File: config.mk
export PLATFORM = sky130hd
export DESIGN_NAME = tick_timer
export DESIGN_NICKNAME = d
export VERILOG_FILES = /design/src/rtl/tick_timer_pkg.sv /design/src/rtl/tt_cfg_reg.sv /design/src/rtl/tt_counter.sv /design/src/rtl/tick_timer.sv
export SDC_FILE = /design/constraint.sdc
export NUM_CORES = 1
export LEC_CHECK = 0
export BUFFER_PORTS_ARGS = -buffer_cell sky130_fd_sc_hd__buf_2
export CORE_MARGIN = 1.5
export CORE_UTILIZATION = 55
export DETAILED_ROUTE_END_ITERATION = 12
export GPL_TIMING_DRIVEN = 0
export PLACE_DENSITY = 0.83
export SLEW_MARGIN = 20
export SYNTH_ARGS = -nofsm -noshare
export SYNTH_HDL_FRONTEND = slang
export SYNTH_HIERARCHICAL = 1
export SYNTH_SLANG_ARGS = --single-unit
File: constraint.sdc
create_clock -name clk -period 6 [get_ports clk]
set_clock_uncertainty 0.15 [all_clocks]
set_input_delay 0 -clock clk [delete_from_list [all_inputs] [get_ports clk]]
set_output_delay 0 -clock clk [all_outputs]
set_load 0.02 [all_outputs]
File: src/rtl/tick_timer_pkg.sv
package tick_timer_pkg;

    localparam int TT_DW = 32;
    localparam int TT_PW = 28;

    typedef enum logic [1:0] {
        TMODE_OFF     = 2'd0,
        TMODE_RESTART = 2'd1,
        TMODE_ONESHOT = 2'd2,
        TMODE_CONT    = 2'd3
    } tmode_e;

    // Packed so that the field order gives the register layout
    typedef struct packed {
        tmode_e             mode;
        logic               irq_en;
        logic               pend;
        logic [TT_PW-1:0]   period;
    } tcfg_t;

    typedef enum logic {
        TADDR_CFG = 1'b0,
        TADDR_CNT = 1'b1
    } taddr_e;

    function automatic logic mode_runs(tmode_e m);
        return m != TMODE_OFF;
    endfunction

    function automatic logic low_match(logic [TT_DW-1:0] c, logic [TT_PW-1:0] p);
        return c[TT_PW-1:0] == p;
    endfunction

endpackage

File: src/rtl/tt_cfg_reg.sv
module tt_cfg_reg
    import tick_timer_pkg::*;
(
    input  logic   clk,
    input  logic   rst,
    input  logic   we,
    input  tcfg_t  wdata,
    input  logic   match_evt,
    output tcfg_t  cfg,
    output logic   run
);

    logic pend_keep;
    logic pend_next;
    logic run_next;
    logic mode_chg;

    assign mode_chg  = we && (wdata.mode != cfg.mode);
    assign pend_keep = we ? (wdata.pend & cfg.pend) : cfg.pend;
    assign pend_next = pend_keep | (match_evt & cfg.irq_en);

    always_comb begin
        run_next = run;
        if (match_evt && cfg.mode == TMODE_ONESHOT)
            run_next = 1'b0;
        if (mode_chg)
            run_next = mode_runs(wdata.mode);
    end

    always_ff @(posedge clk) begin
        if (rst) begin
            cfg <= '0;
            run <= 1'b0;
        end else begin
            if (we) begin
                cfg.mode   <= wdata.mode;
                cfg.irq_en <= wdata.irq_en;
                cfg.period <= wdata.period;
            end
            cfg.pend <= pend_next;
            run      <= run_next;
        end
    end

    assert_pend_only_hw_R10: assert property (@(posedge clk) disable iff (rst)
        $rose(cfg.pend) |-> $past(match_evt));

    assert_pend_clear_R10: assert property (@(posedge clk) disable iff (rst)
        (we && !wdata.pend && !match_evt) |=> !cfg.pend);

    assert_same_mode_run_R4: assert property (@(posedge clk) disable iff (rst)
        (we && wdata.mode == cfg.mode && !match_evt) |=> run == $past(run));

    assert_off_stops_R3: assert property (@(posedge clk) disable iff (rst)
        (we && wdata.mode == TMODE_OFF) |=> !run);

endmodule

File: src/rtl/tt_counter.sv
module tt_counter
    import tick_timer_pkg::*;
#(
    parameter int DW = TT_DW,
    parameter int PW = TT_PW
) (
    input  logic           clk,
    input  logic           rst,
    input  logic           tick,
    input  logic           run,
    input  tmode_e         mode,
    input  logic [PW-1:0]  period,
    input  logic           load,
    input  logic [DW-1:0]  load_val,
    output logic [DW-1:0]  cnt,
    output logic           match_evt
);

    localparam logic [DW-1:0] ONE = DW'(1);

    assign match_evt = run && tick && (cnt[PW-1:0] == period);

    always_ff @(posedge clk) begin
        if (rst) begin
            cnt <= '0;
        end else if (load) begin
            cnt <= load_val;
        end else if (run && tick) begin
            if (match_evt && mode == TMODE_RESTART)
                cnt <= '0;
            else if (!(match_evt && mode == TMODE_ONESHOT))
                cnt <= cnt + ONE;
        end
    end

    assert_restart_zero_R6: assert property (@(posedge clk) disable iff (rst)
        (match_evt && mode == TMODE_RESTART && !load) |=> cnt == '0);

    assert_oneshot_hold_R7: assert property (@(posedge clk) disable iff (rst)
        (match_evt && mode == TMODE_ONESHOT && !load) |=> $stable(cnt));

    assert_cont_step_R8: assert property (@(posedge clk) disable iff (rst)
        (run && tick && mode == TMODE_CONT && !load) |=> cnt == $past(cnt) + ONE);

    assert_idle_hold_R5: assert property (@(posedge clk) disable iff (rst)
        (!(run && tick) && !load) |=> $stable(cnt));

    assert_load_R2: assert property (@(posedge clk) disable iff (rst)
        load |=> cnt == $past(load_val));

endmodule

File: src/rtl/tick_timer.sv
module tick_timer
    import tick_timer_pkg::*;
(
    input  logic              clk,
    input  logic              rst,
    input  logic              reg_we,
    input  logic              reg_addr,
    input  logic [TT_DW-1:0]  reg_wdata,
    output logic [TT_DW-1:0]  reg_rdata,
    input  logic              tick_en,
    output logic              irq
);

    tcfg_t            cfg;
    logic             run;
    logic             match_evt;
    logic [TT_DW-1:0] cnt;
    logic             cfg_we;
    logic             cnt_we;
    taddr_e           sel;

    assign sel    = taddr_e'(reg_addr);
    assign cfg_we = reg_we && sel == TADDR_CFG;
    assign cnt_we = reg_we && sel == TADDR_CNT;

    tt_cfg_reg u_cfg (
        .clk       (clk),
        .rst       (rst),
        .we        (cfg_we),
        .wdata     (tcfg_t'(reg_wdata)),
        .match_evt (match_evt),
        .cfg       (cfg),
        .run       (run)
    );

    tt_counter #(.DW(TT_DW), .PW(TT_PW)) u_cnt (
        .clk       (clk),
        .rst       (rst),
        .tick      (tick_en),
        .run       (run),
        .mode      (cfg.mode),
        .period    (cfg.period),
        .load      (cnt_we),
        .load_val  (reg_wdata),
        .cnt       (cnt),
        .match_evt (match_evt)
    );

    assign reg_rdata = (sel == TADDR_CNT) ? cnt : TT_DW'(cfg);
    assign irq       = cfg.pend & cfg.irq_en;

    assert_irq_drop_R11: assert property (@(posedge clk) disable iff (rst)
        (cfg_we && !reg_wdata[TT_PW+1]) |=> !irq);

endmodule

==> results of run 1 <==
==> cells by family (layout without fill, tap and decap cells) <==
| logic type | Yosys count | after routing |
|---|---|---|
| xor+xnor | 38 | 38 |
| compound gates | 89 | 89 |
| mux | 64 | 64 |
| fa+ha+maj | 1 | 1 |
| flops | 65 | 65 |
| buf+inv | 51 | 166 |
| simple gates | 181 | 181 |
==> power breakdown <==
group / switching (W) / leakage (nW) / internal [W]
sequential: 0.0000262 / 0.532 / 0.000454
clock: 0.000173 / 0.0915 / 0.000181
combinational: 0.000145 / 1.58 / 0.000124
==> through the flow <==
stage / area [sq um] / hold WS (ps) / power [W] / util [%] / setup slack, ps
floorplan: 4560 / -24.2 / 0.000659 / - / 3930
global placement: 5030 / 89.2 / 0.000728 / 61.9 / 3510
detailed placement: 5030 / 88.7 / 0.000735 / 61.9 / 3510
CTS: 5540 / 31.9 / 0.00110 / 68.1 / 3480
global route: 5540 / 57.8 / 0.00114 / 68.1 / 3290
finish: 5540 / 46.0 / 0.00110 / 68.1 / 3380
==> state kept, by name (all words and copies together), names as in the netlist <==
signal,flops
u_cfg/cfg,32
u_cnt/cnt,32
u_cfg/run,1
==> path summary, 6_finish.rpt <==
check	to	slack [ps]	cells after the start
worst max-delay path	u_cnt/cnt[22]$_SDFFE_PP0P_	3380	8
worst min register to register	u_cfg/cfg[28]$_SDFF_PP0_	350	2
worst max register to register	u_cnt/cnt[22]$_SDFFE_PP0P_	3380	8
worst min-delay path	u_cnt/cnt[6]$_SDFFE_PP0P_	50	4
==> cells in the mapped netlist, types with 10 or more instances <==
cell	number	area share [%]
dfxtp_1	65	29
nor2_1	47	3.9
nand2_1	42	3.5
mux2i_1	32	7.0
nand3_1	31	3.4
xnor2_1	30	5.8
mux2_4	28	9.2
a22oi_1	15	2.5
a21oi_1	14	1.5
buf_2	12	1.3
nand4_1	12	1.6
a221oi_1	11	2.1
buf_6	11	2.7
a311oi_1	10	1.9
==> layer usage <==
layer | up-vias | track usage [%] | part of all wire (%)
met1 | 2046 | 40.6 | 40
met3 | 42 | 5.66 | 9.5
met4 | 0 | 17.0 | 3.4
li1 | 2019 | - | -
met2 | 295 | 54.5 | 47
met5 | - | 0 | 0
==> cell usage in the layout (no fill, tap or decap), types with 4 or more instances in the layout <==
cell type / Yosys / routed
mux2_4: 28 / 28
and2_1: 5 / 5
clkbuf_8: 0 / 12
nor2_1: 47 / 47
a32oi_1: 4 / 4
mux2_2: 4 / 4
clkbuf_1: 8 / 9
nand4_1: 12 / 12
a21oi_1: 14 / 14
a22oi_1: 15 / 15
a22oi_2: 7 / 7
and3_1: 7 / 7
a311oi_1: 10 / 10
buf_2: 12 / 79
xor2_1: 7 / 7
a221oi_1: 11 / 11
buf_4: 4 / 4
buf_12: 6 / 6
and4_1: 5 / 5
xnor2_1: 30 / 30
a31oi_1: 4 / 4
nand3_1: 31 / 31
nand2_1: 42 / 42
nand2b_1: 5 / 5
dfxtp_1: 65 / 65
nor4_1: 7 / 7
inv_1: 5 / 5
dlygate4sd3_1: 0 / 33
mux2i_1: 32 / 32
buf_6: 11 / 11
==> area by class of cell <==
type	instances	area (sq um)
buffer	46	397
multi-input combinational	373	2850
clock inverter	2	12.5
clock buffer	13	169
fill	665	2590
timing repair buffer	100	666
tap	105	131
sequential	65	1300
inverter	5	18.8
==> critical path: cells and delay by family (launching register included) <==
kind | cells | cell delay (ps)
AO/OA/AOI/OAI | 3 | 530
XOR/XNOR | 1 | 380
buffers and inverters | 2 | 360
flip-flops | 1 | 380
AND/OR/NAND/NOR | 2 | 690
==> timing repair <==
item,in CTS,in global routing
hold endpoints to repair,65,0
gates resized for setup,0,0
hold buffers,33,0
==> metrics.yaml, run 1 <==
status: "completed"
clockRootBuffer: "clkbuf_8"
cts_setup_buffers: 0
ys_types: 63
layout.cells.non_filler: 709
final_max_slew_viol_count: 0
die_w_um: 94.1
area_growth_pct: 21.4
cp-start-kind: "register"
worstMarginPinSlew_ps: 829
netlist_instances: 489
fmax_mhz: 381
relSlewSlack_pct: 44.7
max_cap_violations: 0
critPathRequiredTime_ps: 6050
floorplan.rows: 33
synth_xor_area_share_pct: 7.46
core-area_sq_mm: 0.00813
nets: 638
synth_top_flop_cell: "dfxtp_1"
start_util_pct: 56.1
min_from: "tick_en"
finalWirelength_um: 14100
clk-insertion-delay-late_ps: 350
clkTransAtPathRegs_ps: 70
cts_buffer_depth: 2
irDropWorstVdd_uv: 117
grt_usage_pct: 32.9
min_period_over_period_pct: 43.7
htree_levels: 3
vias_per_cell: 6.21
crit_fanout: 10
gr-total-overflow: 0
grt_pass1_wl_um: 21800
drt_iter0_drc: 453
dp_cells: 661
synth_nets: 527
critPathMaxStageDelay_ps: 520
syn_avg_cell_area_sq_um: 9.33
numCtsBuffers: 9
synth-seq-cells: 65
period_needed_ps: 2620
cp.arrival_ps: 2680
dr_total_vias: 4402
synth_edf_count: 0
syn_area_sq_mm: 0.00456
tns_ps: 0
place_congestion: 0.934
slowest_stage: "nor4_4"
grt_max_degree: 11
muxShareOfSynthArea_pct: 17.2
grt_pass1_vias: 4180
tritoncts: "built"
synth_compound_area_share_pct: 16.1
powerDensity_mw_per_mm2: 199
synth_top_family_by_area: "simple AND/OR/NAND/NOR gates"
endpoint_kind: "register"
clock_sinks: 65
hold_path_class: "primary input to register"
path_common_cell: "buf_6"
dp_hpwl_um: 9970
antenna_cells: 0
die_y_um: 94.1
rsz0062_at_grt: "false"
drive_gt1_share_pct: 29.3
startpoint: "u_cnt/cnt[27]$_SDFFE_PP0P_"
seq_area_frac_synth_pct: 28.5
io_pins: 70
critPathKind: "register to register"
synthAdderAreaFrac_pct: 0.274
synth_simple_gate_area_share_pct: 21.3
power.leakage_nw: 2.21
finalSetupViolCount: 0
die_area_sq_mm: 0.00885
io_buffers: 67
post_drt_wl_per_cell_um: 19.9
antenna_found_initial: 0
dr.pass1.iters: 5
drc: 0
path_cells: "xnor2_1 -> nand4_2 -> nor4_4 -> a211oi_2 -> buf_6 -> buf_6 -> a22oi_1 -> o22ai_1"
antenna_left: 0
yosysWarnings: 6
timing.rr.start: "u_cnt/cnt[27]$_SDFFE_PP0P_"
finalHoldViolCount: 0
synth-async-reset-ratio_pct: 0
Power figures use the tool's default switching activity.
==> run 2: changes to the inputs <==
==> constraint.sdc (replaced) <==
create_clock -name clk -period 2.5 [get_ports clk]
set_clock_uncertainty 0.15 [all_clocks]
set_input_delay 0 -clock clk [delete_from_list [all_inputs] [get_ports clk]]
set_output_delay 0 -clock clk [all_outputs]
set_load 0.02 [all_outputs]
==> run 2 against run 1 <==
Compared with the run above:
- sequential cell count unchanged
- critical endpoint is now u_cnt/cnt[24]$_SDFFE_PP0P_
- global-route usage unchanged
- worst setup slack got worse by 3400 ps
- clock-buffer cell count unchanged
- sequential power increased by 140%
- fmax increased by 5.3%
- utilization increased by 1.4 points
- final area increased by 2.0%
- clock power increased by 140%
- hold slack about the same
- non-clock buffer count increased by 7
- sequential share of layout area decreased by 0.42 points
==> metrics.yaml, run 2 (synthesis gave the netlist of run 1 again) <==
htree_levels: 3
critPathKind: "register to register"
cp.arrival_ps: 2550
hold_depth: 4
grt_max_degree: 11
crit_family: "buffers and inverters"
drt_iter0_drc: 522
power_w: 0.00269
fmax_mhz: 402
floorplan.rows: 33
endpoint_kind: "register"
clkTransAtPathRegs_ps: 70
dp_hpwl_um: 9970
dr.pass1.iters: 5
p_sw_share_pct: 31.5
antenna_found_initial: 0
placed_area_sq_mm: 0.00503
final_common_cell: "buf_2"
finalSetupViolCount: 0
power.leakage_nw: 2.25
timing.rr.start: "u_cnt/cnt[14]$_SDFFE_PP0P_"
path_buf_inv: 3
intPower_w: 0.00184
whs_endpoint: "u_cnt/cnt[6]$_SDFFE_PP0P_"
stdcell_area_sq_mm: 0.00565
rr_worst_depth: 9
r2r_setup_slack_ps: 9
hold_path_class: "primary input to register"
slowest_stage: "a221oi_1"
antenna_cells: 0
clockRootBuffer: "clkbuf_8"
cp-start-kind: "register"
numCtsBuffers: 9
core-area_sq_mm: 0.00813
grt_usage_pct: 32.9
pwr-share-clk_pct: 31.6
finalHoldViolCount: 0
min_period_over_period_pct: 99.6
cts_buffer_depth: 2
antenna_left: 0
path_common_cell: "buf_2"
gr-total-overflow: 0
mostFrequentLayoutCells: "buf_2 (79), dfxtp_1 (63), nor2_1 (47)"
critPathMaxStageDelay_ps: 350
start_util_pct: 56.1
grt_pass1_vias: 4192
clock_sinks: 65
io_pins: 70
die_w_um: 94.1
min_from: "tick_en"
io_buffers: 67
drive_gt1_share_pct: 31.3
dr_total_vias: 4501
seq_power_share_pct: 42.9
die_y_um: 94.1
grt_pass1_wl_um: 21800
area_growth_pct: 23.9
period_needed_ps: 2490
multi_input_area_sq_mm: 0.00290
fill_cells: 643
crit_fanout: 10
final_max_slew_viol_count: 0
irDropWorstVdd_uv: 281
top_regs: "u_cfg/cfg x32, u_cnt/cnt x32, u_cfg/run x1"
powerDensity_mw_per_mm2: 475
finalWirelength_um: 14400
combPwrFrac_pct: 25.5
nets: 645
worstMarginPinSlew_ps: 816
max_cap_violations: 0
drc: 0
tritoncts: "built"
status: "completed"
r2r-end: "u_cnt/cnt[24]$_SDFFE_PP0P_"
clk-insertion-delay-late_ps: 350
place_congestion: 0.934
switchingPower_w: 0.000846
vias_per_cell: 6.29
post_drt_wl_per_cell_um: 20.1
die_area_sq_mm: 0.00885
relSlewSlack_pct: 45.6
critPathRequiredTime_ps: 2560
register_area_sq_mm: 0.00130
path_cells: "buf_2 -> xnor2_1 -> nand4_1 -> buf_4 -> nor4_4 -> a211oi_4 -> buf_2 -> a221oi_1 -> a311oi_2"
[run 2: cell types whose count changed in the layout (fill, tap and decap cells not counted), sizes merged]
cell,delta
clkbuf,+1
buf,+6
[run 2: layout make-up]
| type | count | share of cell area (%) |
|---|---|---|
| multi-input cells | 373 | 51.3 |
| flip-flops and latches | 65 | 23.1 |
| repair buffers | 107 | 12.7 |
| plain buffers | 46 | 7.17 |
| clock buffers | 13 | 2.99 |
| well taps | 105 | 2.32 |
| inverters | 5 | 0.332 |
| clock inverters | 2 | 0.221 |
[run 2: repair_timing]
action | in CTS | in global routing
setup buffers | 0 | 6
endpoints found under the hold margin | 65 | 0
cloned | 0 | 1
resized for setup | 1 | 12
pin swaps | 0 | 7
hold buffers | 33 | 0
endpoints found under the setup margin | 5 | 31
[run 2: layer usage]
layer	track usage (%)	share of wire, %	vias to the layer above
met1	40.7	39	2094
li1	-	-	2040
met3	5.66	10	56
met5	0	0	-
met4	17.5	4.3	0
met2	54.2	46	311
[run 2: worst reg2reg max path: cells and delay by family, from the launching register on]
family,cells,cell delay (ps)
buffers and inverters,3,580
AO/OA/AOI/OAI,3,560
XOR/XNOR,1,300
AND/OR/NAND/NOR,2,460
flip-flops,1,310
[run 2: through the flow]
stage | worst slack (ps) | cells | utilization (%) | setup TNS [ps] | hold slack [ps]
finish | 9.40 | 716 | 69.5 | 0 | 46.0
global route | -11.9 | 716 | 69.5 | -12.8 | 57.8
CTS | 0.822 | 709 | 68.2 | 0 | 31.9
detailed placement | 10.5 | 661 | 61.9 | 0 | 88.7
global placement | 8.96 | 661 | 61.9 | 0 | 89.2
floorplan | 429 | 489 | - | 0 | -24.2
[run 2: worst max path at each step]
stage,start,end,slack (ps),cells after the start
finish,u_cnt/cnt[14]$_SDFFE_PP0P_,u_cnt/cnt[24]$_SDFFE_PP0P_,9,9
global route,u_cnt/cnt[14]$_SDFFE_PP0P_,u_cnt/cnt[18]$_SDFFE_PP0P_,-10,9
CTS,u_cnt/cnt[27]$_SDFFE_PP0P_,u_cnt/cnt[24]$_SDFFE_PP0P_,0.8,8
detailed placement,u_cnt/cnt[27]$_SDFFE_PP0P_,u_cnt/cnt[24]$_SDFFE_PP0P_,10,8
global placement,u_cnt/cnt[5]$_SDFFE_PP0P_,u_cnt/cnt[24]$_SDFFE_PP0P_,9,9
floorplan,u_cnt/cnt[0]$_SDFFE_PP0P_,u_cnt/cnt[24]$_SDFFE_PP0P_,430,9
[run 2: power by group through the flow]
stage / sequential, W / combinational (W) / clock (W)
6_report: 0.00115 / 0.000685 / 0.000850
4_1_cts: 0.00115 / 0.000632 / 0.000856
5_1_grt: 0.00116 / 0.000717 / 0.000899
2_1_floorplan: 0.00116 / 0.000424 / 0
3_3_place_gp: 0.00117 / 0.000578 / 0
3_5_place_dp: 0.00117 / 0.000588 / 0
==> run 3: changes to the inputs <==
--- a/config.mk
+++ b/config.mk
@@ -5,12 +5,13 @@
 export SDC_FILE = /design/constraint.sdc
 export NUM_CORES = 1
 export LEC_CHECK = 0
+export ABC_AREA = 1
 export BUFFER_PORTS_ARGS = -buffer_cell sky130_fd_sc_hd__buf_2
 export CORE_MARGIN = 1.5
-export CORE_UTILIZATION = 55
+export CORE_UTILIZATION = 51
 export DETAILED_ROUTE_END_ITERATION = 12
 export GPL_TIMING_DRIVEN = 0
-export PLACE_DENSITY = 0.83
+export PLACE_DENSITY = 0.77
 export SLEW_MARGIN = 20
 export SYNTH_ARGS = -nofsm -noshare
 export SYNTH_HDL_FRONTEND = slang
==> run 3 against run 2 <==
Compared with the run above:
- sequential share of layout area decreased by 1.6 points
- area after synthesis increased by 9.2%
- synthesized cell count increased by 81%
- non-clock buffer count decreased by 6
- fmax increased by 9.0%
- die area increased by 17%
- worst setup slack improved by 210 ps
==> metrics.yaml, run 3 <==
crit_end: "u_cfg/run$_SDFFE_PP0P_"
seq_area_frac_synth_pct: 26.1
top_regs: "u_cfg/cfg x32, u_cnt/cnt x32, u_cfg/run x1"
clock_sinks: 65
use_met3_pct: 4.65
grt_use_met1_pct: 45.6
critPathMaxStageDelay_ps: 490
syn_avg_cell_area_sq_um: 5.64
rsz0062_at_grt: "false"
startpoint: "u_cnt/cnt[8]$_SDFFE_PP0P_"
vias_per_cell: 5.23
ys_types: 35
dp_cells: 1081
nets: 1036
hold_path_class: "primary input to register"
gr-total-overflow: 0
place_congestion: 1.03
dp_hpwl_um: 12400
drt_iter0_drc: 455
slowest_stage: "a2111oi_0"
clk-insertion-delay-late_ps: 360
synth_nets: 922
dr.pass1.iters: 6
floorplan.rows: 35
crit_fanout: 7
busiest_layer: "met2"
antenna_found_initial: 0
antenna_left: 0
area_growth_pct: 21.6
mostFrequentLayoutCells: "nand2_1 (352), nor2_1 (116), nand3_1 (82)"
grt_usage_pct: 33.3
antenna_cells: 0
critPathKind: "register to register"
synth_top_flop_cell: "dfxtp_1"
finalHoldViolCount: 0
yosys.area.top_type_share_pct: 26.6
worstMarginPinSlew_ps: 766
cp.arrival_ps: 2390
clockRootBuffer: "clkbuf_8"
grt_max_degree: 12
irDropWorstVdd_uv: 401
final_max_slew_viol_count: 0
min_period_over_period_pct: 91.4
yosys-top-cells-count: "nand2_1 (353), nor2_1 (117), nand3_1 (82)"
status: "completed"
r2r_setup_slack_ps: 210
netlist_instances: 884
die_w_um: 102
max_cap_violations: 0
r2r-end: "u_cfg/run$_SDFFE_PP0P_"
tns_ps: 0
finalSetupViolCount: 0
relSlewSlack_pct: 48.8
synth.most_common_cell: "nand2_1"
numCtsBuffers: 9
utilization_pct: 64.7
timing.rr.start: "u_cnt/cnt[8]$_SDFFE_PP0P_"
powerDensity_mw_per_mm2: 451
tritoncts: "built"
post_drt_wl_per_cell_um: 14.7
critPathRequiredTime_ps: 2610
cts_setup_buffers: 0
die_area_sq_mm: 0.0104
cts_buffer_depth: 2
endpoint_kind: "register"
fmax_mhz: 438
dr_total_vias: 5922
synth-seq-cells: 65
syn_area_sq_mm: 0.00498
finalHoldWorstSlack_ps: 91.6
power_w: 0.00273
netlist_top_cells_area: "nand2_1 (27%), dfxtp_1 (26%), nor2_1 (8.8%)"
start_util_pct: 53.2
period_needed_ps: 2290
final_common_cell: "nand2_1"
power.leakage_nw: 2.95
core-area_sq_mm: 0.00937
grt_pass1_vias: 5322
path_cells: "buf_2 -> inv_2 -> nand2_1 -> nand2_1 -> a2111oi_0 -> nand3_1 -> nor2_2 -> nand3_1 -> nand2_1 -> inv_1 -> a21oi_1 -> nor2_1"
rr_worst_depth: 12
drive_gt1_share_pct: 13.8
finalWirelength_um: 16600
path_common_cell: "nand2_1"
htree_levels: 3
cp-start-kind: "register"
drc: 0
io_pins: 70
layout.cells.non_filler: 1132
io_buffers: 68
synth-async-reset-ratio_pct: 0
use_met2_pct: 53.5
yosys.area.top_type: "nand2_1"
grt_pass1_wl_um: 26400
die_y_um: 102
clkTransAtPathRegs_ps: 80
synth_edf_count: 0
yosysWarnings: 6
==> run 3: cell types whose count changed in the layout (fill, tap and decap cells not counted), moves of 22 or more <==
cell,delta
nand2_1,+310
inv_1,+74
nor2_1,+69
nand3_1,+51
mux2i_1,-32
o21ai_0,+31
mux2_4,-28
a21oi_1,+22
xnor2_1,-22
==> run 3: worst min-delay path by stage <==
stage | start | endpoint | slack (ps) | depth (start not counted)
final | tick_en | u_cnt/cnt[9]$_SDFFE_PP0P_ | 90 | 6
after global routing | reg_we | u_cfg/cfg[18]$_SDFFE_PP0P_ | 130 | 5
after CTS | tick_en | u_cnt/cnt[9]$_SDFFE_PP0P_ | 60 | 6
after detailed placement | reg_wdata[5] | u_cfg/cfg[5]$_SDFFE_PP0P_ | 100 | 3
after global placement | reg_wdata[4] | u_cfg/cfg[4]$_SDFFE_PP0P_ | 90 | 3
after floorplan | rst | u_cfg/cfg[28]$_SDFF_PP0_ | -80 | 1
==> run 3: logic make-up after synthesis <==
| family | synth area share (%) |
|---|---|
| AND/OR/NAND/NOR | 48.2 |
| adder cells (fa/ha/maj) | 0.251 |
| XOR/XNOR | 4.57 |
| buffers and inverters | 12.9 |
| AO/OA/AOI/OAI | 7.91 |
| flip-flops | 26.1 |
==> run 3: report_power, final <==
| group | internal (W) | leakage (nW) | switching, W |
|---|---|---|---|
| logic | 0.000232 | 2.32 | 0.000357 |
| registers | 0.00109 | 0.531 | 0.0000675 |
| clock network | 0.000541 | 0.105 | 0.000450 |
| total | 0.00186 | 2.95 | 0.000874 |
==> run 3: through the flow <==
step,setup WS [ps],area (sq um)
after global placement,158,5480
after CTS,173,6050
after global routing,19.9,6060
final,214,6060
after floorplan,643,4980
after detailed placement,198,5480
==> run 3: cell type report <==
cell class              instances  area (sq um)
clock inverters                 4          50.0
plain buffers                  44           317
inverters                      86           328
well taps                     129           161
flip-flops and latches         65          1300
fillers                       987          3310
repair buffers                103           691
multi-input cells             689          3050
clock buffers                  12           165
==> run 3: routing by layer <==
| layer | vias to the layer above | routed length (um) |
|---|---|---|
| met1 | 2659 | 7520 |
| met5 | - | 0 |
| met3 | 27 | 1410 |
| met2 | 265 | 7340 |
| met4 | 0 | 379 |
| li1 | 2971 | - |
==> run 3: what timing repair did <==
| item | CTS | global route |
|---|---|---|
| hold buffers | 35 | 0 |
| resized for setup | 0 | 3 |
| endpoints found under the hold margin | 65 | 0 |
| endpoints found under the setup margin | 0 | 4 |
==> run 3: critical path, delay by kind of cell (launching register included) <==
| family | cells | cell delay, ps |
|---|---|---|
| buffers and inverters | 3 | 280 |
| AOI/OAI and AO/OA | 2 | 590 |
| DFF | 1 | 320 |
| and+or+nand+nor | 7 | 850 |
